==> src/rtl/bsc_pkg.sv <==
package bsc_pkg;
  localparam int SLOTS  = 8;
  localparam int SLOT_W = $clog2(SLOTS);

  typedef enum logic [2:0] {
    ST_RESET   = 3'd0,
    ST_PWRFAIL = 3'd1,
    ST_PGHELD  = 3'd2,
    ST_UNCONF  = 3'd3,
    ST_READY   = 3'd4
  } bsc_state_e;

  // Fixed priority: reset > power fail > carrier-held power-good > not done > ready
  function automatic bsc_state_e pick_state(input logic rst_n, input logic pwr,
                                            input logic pg, input logic done);
    if (!rst_n)     return ST_RESET;
    else if (!pwr)  return ST_PWRFAIL;
    else if (!pg)   return ST_PGHELD;
    else if (!done) return ST_UNCONF;
    else            return ST_READY;
  endfunction

  function automatic int unsigned lit_count(input bsc_state_e s);
    case (s)
      ST_RESET:   return 8;
      ST_PWRFAIL: return 5;
      ST_PGHELD:  return 4;
      ST_UNCONF:  return 1;
      default:    return 0;
    endcase
  endfunction

  function automatic logic slot_lit(input bsc_state_e s, input logic [SLOT_W-1:0] slot);
    return (int'(slot) < lit_count(s));
  endfunction
endpackage

==> src/rtl/bsc_sync.sv <==
module bsc_sync #(
  parameter int WIDTH  = 4,
  parameter int STAGES = 2
) (
  input  logic             clk,
  input  logic             por_n,
  input  logic [WIDTH-1:0] d,
  output logic [WIDTH-1:0] q
);
  logic [WIDTH-1:0] stage_q [STAGES];

  for (genvar s = 0; s < STAGES; s++) begin : g_stage
    always_ff @(posedge clk or negedge por_n) begin
      if (!por_n) stage_q[s] <= '0;
      else if (s == 0) stage_q[s] <= d;
      else stage_q[s] <= stage_q[(s == 0) ? 0 : s-1];
    end
  end

  assign q = stage_q[STAGES-1];
endmodule

==> src/rtl/bsc_divider.sv <==
module bsc_divider #(
  parameter int CYCLES = 3022500
) (
  input  logic clk,
  input  logic por_n,
  output logic tick
);
  localparam int CNT_W = (CYCLES > 1) ? $clog2(CYCLES) : 1;
  localparam logic [CNT_W-1:0] LAST = CNT_W'(CYCLES - 1);

  logic [CNT_W-1:0] cnt;

  always_ff @(posedge clk or negedge por_n) begin
    if (!por_n)         cnt <= '0;
    else if (cnt == LAST) cnt <= '0;
    else                cnt <= cnt + 1'b1;
  end

  assign tick = (cnt == LAST);
endmodule

==> src/rtl/bsc_led_seq.sv <==
module bsc_led_seq
  import bsc_pkg::*;
(
  input  logic              clk,
  input  logic              por_n,
  input  logic              tick,
  input  bsc_state_e        cur_state,
  output logic              led,
  output logic              frame_end,
  output logic [SLOT_W-1:0] slot,
  output bsc_state_e        shown
);
  assign frame_end = tick && (slot == SLOT_W'(SLOTS - 1));

  always_ff @(posedge clk or negedge por_n) begin
    if (!por_n) begin
      slot  <= '0;
      shown <= ST_RESET;
    end else if (tick) begin
      slot <= slot + 1'b1;
      if (frame_end) shown <= cur_state;
    end
  end

  assign led = slot_lit(shown, slot);
endmodule

==> src/rtl/board_status_ctrl.sv <==
module board_status_ctrl
  import bsc_pkg::*;
#(
  parameter int SLOT_CYCLES = 3022500,
  parameter int SYNC_STAGES = 2
) (
  input  logic clk,
  input  logic por_n,
  input  logic ext_rst_n,
  input  logic pwr_sense,
  input  logic pg_pin,
  input  logic fpga_done,
  input  logic jtag_sel,
  input  logic conn_tck,
  input  logic conn_tms,
  input  logic conn_tdi,
  output logic conn_tdo,
  output logic fpga_tck,
  output logic fpga_tms,
  output logic fpga_tdi,
  input  logic fpga_tdo,
  output logic prog_b,
  output logic pg_drive_low,
  output logic led
);
  localparam int NSYNC = 4;

  logic [NSYNC-1:0]  raw_in, sync_in;
  logic              slot_tick;
  logic              frame_end;
  logic [SLOT_W-1:0] slot;
  bsc_state_e        cur_state;
  bsc_state_e        shown;

  // Immediate paths
  assign prog_b       = ext_rst_n & pwr_sense;
  assign pg_drive_low = ~pwr_sense;

  always_comb begin
    if (jtag_sel) begin
      fpga_tck = 1'b0;
      fpga_tms = 1'b1;
      fpga_tdi = 1'b1;
      conn_tdo = 1'b1;
    end else begin
      fpga_tck = conn_tck;
      fpga_tms = conn_tms;
      fpga_tdi = conn_tdi;
      conn_tdo = fpga_tdo;
    end
  end

  // Status path
  assign raw_in = {ext_rst_n, pwr_sense, pg_pin, fpga_done};

  bsc_sync #(.WIDTH(NSYNC), .STAGES(SYNC_STAGES)) u_sync (
    .clk(clk), .por_n(por_n), .d(raw_in), .q(sync_in)
  );

  assign cur_state = pick_state(sync_in[3], sync_in[2], sync_in[1], sync_in[0]);

  bsc_divider #(.CYCLES(SLOT_CYCLES)) u_div (
    .clk(clk), .por_n(por_n), .tick(slot_tick)
  );

  bsc_led_seq u_seq (
    .clk(clk), .por_n(por_n), .tick(slot_tick), .cur_state(cur_state),
    .led(led), .frame_end(frame_end), .slot(slot), .shown(shown)
  );
endmodule

==> config.mk <==
export PLATFORM = sky130hd
export DESIGN_NAME = board_status_ctrl
export DESIGN_NICKNAME = d
export VERILOG_FILES = /design/src/rtl/bsc_pkg.sv /design/src/rtl/bsc_sync.sv /design/src/rtl/bsc_divider.sv /design/src/rtl/bsc_led_seq.sv /design/src/rtl/board_status_ctrl.sv
export SDC_FILE = /design/constraint.sdc
export NUM_CORES = 1
export LEC_CHECK = 0
export BUFFER_PORTS_ARGS = -buffer_cell sky130_fd_sc_hd__buf_2
export CAP_MARGIN = 20
export CELL_PAD_IN_SITES_DETAIL_PLACEMENT = 0
export CELL_PAD_IN_SITES_GLOBAL_PLACEMENT = 1
export CORE_MARGIN = 3
export CORE_UTILIZATION = 45
export DETAILED_ROUTE_END_ITERATION = 8
export MAX_ROUTING_LAYER = met4
export PLACE_DENSITY_LB_ADDON = 0.1
export SYNTH_ARGS = -nofsm -noshare
export SYNTH_HDL_FRONTEND = slang
export SYNTH_SLANG_ARGS = --single-unit
export TNS_END_PERCENT = 5
==> constraint.sdc <==
create_clock -name clk -period 2.1 [get_ports clk]
set_input_delay 0.21 -clock clk [delete_from_list [all_inputs] [get_ports clk]]
set_output_delay 0.21 -clock clk [all_outputs]
set_load 0.05 [all_outputs]
==> results of run 1 <==
==> synthesized netlist by cell type (2+ instances only) <==
library cell	number	area, µm²
dfrtp_1	36	901
nand2_1	15	56.3
nor2_1	13	48.8
xnor2_1	13	114
nand3_1	10	50.1
a21oi_1	6	30.0
nand4_1	6	37.5
nor4_1	6	37.5
nor3_1	5	25.0
ha_1	4	50.1
mux2_2	4	45.0
xor2_1	4	35.0
inv_1	3	11.3
or2_2	3	18.8
clkbuf_1	2	7.51
nor2b_1	2	12.5
nor4b_1	2	17.5
o21ai_0	2	10.0
o31ai_1	2	15.0
or3_1	2	12.5
or4_1	2	15.0
==> state kept, by name, indices dropped and copies added (netlist names) <==
name / cells
u_seq.shown: 3
u_seq.slot: 3
u_sync.stage_q: 4
u_sync.q: 4
u_div.cnt: 22
==> worst paths after layout <==
check                                       startpoint                     endpoint  slack [ns]  cells past startpoint
min in group clk                             fpga_done  u_sync.stage_q[4]$_DFF_PN0_        0.03                      1
max                         u_seq.shown[0]$_DFFE_PN0P_                          led        0.17                      7
max in group asynchronous                        por_n   u_seq.shown[0]$_DFFE_PN0P_        1.60                      1
min reg2reg                u_sync.stage_q[5]$_DFF_PN0_        u_sync.q[1]$_DFF_PN0_        0.35                      0
max reg2reg                     u_div.cnt[2]$_DFF_PN0_   u_seq.shown[1]$_DFFE_PN0P_        0.17                      4
min                                              por_n       u_div.cnt[5]$_DFF_PN0_       0.004                      1
==> where the power goes <==
group | internal (mW) | switching [mW]
clock | 0.235 | 0.255
sequential | 0.700 | 0.00346
combinational | 0.0151 | 0.0413
total | 0.950 | 0.300
==> layer usage <==
metal | wire length, µm | global-route usage
met5 | 0 | -
met3 | 126 | 0.0422
met2 | 1330 | 0.233
met4 | 30 | 0.0533
met1 | 1450 | 0.218
==> cell type report <==
class	count	area (µm²)
multi-input combinational	112	723
sequential	36	901
tap	46	57.6
fill	320	1550
inverter	3	11.3
timing repair buffer	19	103
clock buffer	5	68.8
clock inverter	3	23.8
==> cells by family after synthesis <==
family	synth area share
mux	0.0334
simple gates	0.238
xor+xnor	0.0904
buf+inv	0.0144
fa+ha+maj	0.0304
compound gates	0.0471
flops	0.547
==> worst max-delay path, stage by stage, from the launching register on <==
cell,delay (ns)
dfrtp_1,0.42
xor2_1,0.16
nand2_1,0.07
ha_1,0.19
nor3_1,0.18
a21oi_1,0.09
o22ai_1,0.12
buf_4,0.22
==> reports/qor.yml, run 1 <==
critical_path:
  cp.required_ns: 1.89
  cp_max_fo: 4
  cp.arrival_ns: 1.72
  critical_path_class: "reg2out"
  cp-end-kind: "primary output"
  cp-start-kind: "flop"
sta:
  fin_crit_sh: 0.921
  clock_skew_ns: 0.00647
  worst_hold_slack_ns: 0.00412
  layout_setup_ws_ns: 0.166
  slew_headroom: 0.478
  period_needed_ns: 1.93
  max_clock_freq_mhz: 517
  maxSlewViolCount: 0
  finalHoldViolCount: 0
  setup_viol_count_final: 0
  rsz0062_at_grt: "no"
  worst_pin_slew_ns: 0.783
  tns_ns: 0
synth:
  ys_ff_latch: 36
  synth.net_count: 169
  synth_cell_types: 33
  syn_area_um2: 1650
  yosys_warnings: 0
  syn_avg_cell_area_um2: 10.7
  async_reset_ff_frac: 1.00
  synth_ff_type: "dfrtp_1"
  synth_edf_count: 0
  synthCells: 154
  synth.yosys.seq_area_share: 0.547
grt:
  grt_usage: 0.160
  grt_max_degree: 37
  antenna_found_initial: 0
  grt_pass1_wl_um: 5210
  grt_pass1_vias: 1147
  grt_overflow_total: 0
drt:
  firstDrtPassIters: 4
  wl_um: 2930
  drtAntennaViolNets: 0
  drc: 0
  wl_per_cell_um: 13.1
  drt_iter0_markers: 55
  dr_total_vias: 1191
  viasPerCell: 5.32
placement:
  placed_cells: 216
  gp_congestion: 0.888
  io_buffers: 17
  post-place-ws_ns: 0.189
  dp_hpwl_um: 2160
  postPlaceCellArea_um2: 1790
clock_tree:
  cts_tree: "done"
  cts_buffers: 5
  cts_setup_buffers: 0
  clk_pin_slew_ns: 0.08
  cts.sinks: 36
  clk_latency_ns: 0.28
  post_cts_resized: 0
  cts_hold_buf: 0
  cts_htree_levels: 2
  root_buffer: "clkbuf_8"
  cts.path.max_buffers: 2
floorplanning:
  io_pins: 18
  start_util: 0.479
  die_area_um2: 4420
  die_w_um: 66.5
  rows: 21
  coreArea_um2: 3440
  die_y_um: 66.5
min_path:
  hold_class: "in2async"
outcome:
  status: "finished, final reports clean"
power:
  worst_ir_drop_vdd_mv: 0.516
  power_density_nw_per_um2: 662
  p_leak_nw: 0.818
  totalPowerFinal_mw: 1.25
finish:
  layout_common_cells: "dfrtp_1 (36), buf_2 (16), nand2_1 (15)"
  num-nets-final: 192
  n_antenna_cell: 0
  syn_to_final_growth_pct: 14.6
  layout_commonest_cell: "dfrtp_1"
  layout-drive-gt1-share: 0.219
  stdcell_area_um2: 1890
  instances_no_fill: 224
  final_core_util: 0.549
run:
  cap_violations: 0
(Power assumes the default switching activity.)
==> run 2: changes to the inputs <==
--- a/config.mk
+++ b/config.mk
@@ -12,6 +12,7 @@
 export CORE_MARGIN = 3
 export CORE_UTILIZATION = 45
 export DETAILED_ROUTE_END_ITERATION = 8
+export HOLD_SLACK_MARGIN = 0.15
 export MAX_ROUTING_LAYER = met4
 export PLACE_DENSITY_LB_ADDON = 0.1
 export SYNTH_ARGS = -nofsm -noshare
==> run 2 against run 1 <==
Net effect:
- setup slack barely moved
- worst hold slack improved by 0.35 ns
- routed wire length rose by 1.5%
- core utilization rose by 1.5 points
- die area did not move
- fmax barely moved
- critical path depth did not move
- non-clock buffer count rose by 5
- sequential cell count did not move
- register-to-register slack barely moved
- count of clock-buffer cells in the layout did not move
- combinational power rose by 13%
==> reports/qor.yml, run 2 (synthesis results as in run 1) <==
placement:
  dp_hpwl_um: 2160  # unchanged
  gp_congestion: 0.888  # unchanged
  io_buffers: 17  # unchanged
  postPlaceCellArea_um2: 1790  # unchanged
clock_tree:
  cts_buffers: 5  # unchanged
  clk_pin_slew_ns: 0.08  # about the same
  cts.sinks: 36  # unchanged
  clk_latency_ns: 0.28  # about the same
  cts_tree: "done"
  cts.path.max_buffers: 2  # unchanged
  root_buffer: "clkbuf_8"
  cts_htree_levels: 2  # unchanged
  cts_setup_buffers: 0  # unchanged
critical_path:
  reg2reg_depth: 4  # unchanged
  critPathBufInv: 1  # unchanged
  cp-end-kind: "primary output"
  cp_slowest_cell: "dfrtp_1"
  slowest_delay_ns: 0.42  # about the same
  regToRegEndpoint: "u_seq.shown[1]$_DFFE_PN0P_"
  critical_path_class: "reg2out"
  reg2reg_slack_ns: 0.17  # about the same
  path_cells: "xor2_1 > nand2_1 > ha_1 > nor3_1 > a21oi_1 > o22ai_1 > buf_4"
  cp_max_fo: 4  # unchanged
  cp.depth: 7  # unchanged
  timing.critical_path.to: "led"
  cpLargestDelayFamily: "flip-flops"
  crit_start: "u_seq.shown[0]$_DFFE_PN0P_"
  rr_startpoint: "u_div.cnt[2]$_DFF_PN0_"
  cp.required_ns: 1.89  # about the same
  cp-start-kind: "flop"
  cp.arrival_ns: 1.72  # about the same
grt:
  grt_pass1_vias: 1169  # +1.9%
  grt_overflow_total: 0  # unchanged
  grt_pass1_wl_um: 5310  # +2.0%
  grt_util_met2: 0.243  # +0.00991
  grt_usage: 0.164  # +0.00394
  grt_busiest_layer: "met2"
  antenna_found_initial: 0  # unchanged
  grtUsageMet1: 0.221  # +0.00279
  grt_use_met3: 0.0422  # unchanged
  grt_max_degree: 37  # unchanged
power:
  worst_ir_drop_vdd_mv: 0.511  # -1.0%
  totalPowerFinal_mw: 1.26  # +0.43%
  p_leak_nw: 0.839  # +2.6%
  power_density_nw_per_um2: 648  # -2.2%
drt:
  viasPerCell: 5.28  # -0.79%
  drt_iter0_markers: 62  # +13%
  firstDrtPassIters: 4  # unchanged
  dr_total_vias: 1208  # +1.4%
  wl_per_cell_um: 13.0  # -0.68%
  drtAntennaViolNets: 0  # unchanged
  wl_um: 2980  # +1.5%
  drc: 0  # unchanged
sta:
  max_clock_freq_mhz: 517  # about the same
  slew_headroom: 0.482  # +0.00404
  period_needed_ns: 1.93  # +0.000239 ns
  rsz0062_at_grt: "no"
  worst_hold_slack_ns: 0.352  # +0.348 ns
  worst_pin_slew_ns: 0.777  # -0.00606 ns
  setup_viol_count_final: 0  # unchanged
  finalHoldViolCount: 0  # unchanged
  maxSlewViolCount: 0  # unchanged
  fin_crit_sh: 0.921  # about the same
  tns_ns: 0  # unchanged
  clock_skew_ns: 0.00498  # -0.00150 ns
min_path:
  hold_class: "reg2reg"
finish:
  n_antenna_cell: 0  # unchanged
  syn_to_final_growth_pct: 17.6
  layout_common_cells: "dfrtp_1 (36), buf_2 (16), nand2_1 (15)"
  layout-drive-gt1-share: 0.213  # -0.00599
  layout_commonest_cell: "dfrtp_1"
  regMostFlops: "u_div.cnt"
  stdcell_area_um2: 1940  # +2.7%
  final_core_util: 0.563  # +0.0145
  largest_reg_flops: 22  # unchanged
  num-nets-final: 197  # +2.6%
floorplanning:
  rows: 21  # unchanged
  die_area_um2: 4420  # unchanged
  die_w_um: 66.5  # unchanged
  io_pins: 18  # unchanged
  coreArea_um2: 3440  # unchanged
  start_util: 0.479  # unchanged
  die_y_um: 66.5  # unchanged
run:
  cap_violations: 0  # unchanged
outcome:
  status: "finished, final reports clean"
run 2: stage by stage:
step | std cells | setup slack (ns)
floorplan | 154 | 0.0749
CTS | 229 | 0.0920
global route | 229 | 0.0152
detailed placement | 216 | 0.189
finish | 229 | 0.165
global placement | 216 | 0.225
run 2: repair_timing:
action	in CTS	in global routing
setup endpoints to repair	0	1
hold endpoints to repair	40	0
hold buffers	5	0
gates resized for setup	0	2
run 2: worst register-to-register path, delay by kind of cell (launching register included):
kind,cells,cell delay (ns)
multiplexers,1,0.38
AND/OR/NAND/NOR,3,0.99
flip-flops,1,0.44
run 2: worst min-delay path by stage:
stage,slack [ns],depth (start not counted),start,end
detailed placement,0.32,1,fpga_done,u_sync.stage_q[4]$_DFF_PN0_
floorplan,-0.09,0,por_n,u_div.cnt[0]$_DFF_PN0_
finish,0.35,0,u_sync.stage_q[5]$_DFF_PN0_,u_sync.q[1]$_DFF_PN0_
global route,0.36,0,u_sync.stage_q[7]$_DFF_PN0_,u_sync.q[3]$_DFF_PN0_
global placement,0.32,1,por_n,u_div.cnt[18]$_DFF_PN0_
CTS,0.35,0,u_sync.stage_q[7]$_DFF_PN0_,u_sync.q[3]$_DFF_PN0_
run 2: area by class of cell:
class	count	area (µm²)
fill	312	1500
tap	46	57.6
clock buffer	5	68.8
multi-input combinational	112	723
sequential	36	901
inverter	3	11.3
timing repair buffer	24	153
clock inverter	3	23.8
run 2: metal layers:
metal	wire length [µm]	vias to the layer above
met1	1460	582
met5	0	-
met2	1360	23
li1	-	599
met4	30	0
met3	128	4
run 2: report_power, final:
| part | leakage, nW | total (mW) | internal, mW | switching [mW] |
|---|---|---|---|---|
| Sequential | 0.470 | 0.704 | 0.700 | 0.00351 |
| Combinational | 0.328 | 0.0637 | 0.0211 | 0.0425 |
| Clock | 0.0404 | 0.488 | 0.235 | 0.254 |
| Total | 0.839 | 1.26 | 0.956 | 0.300 |
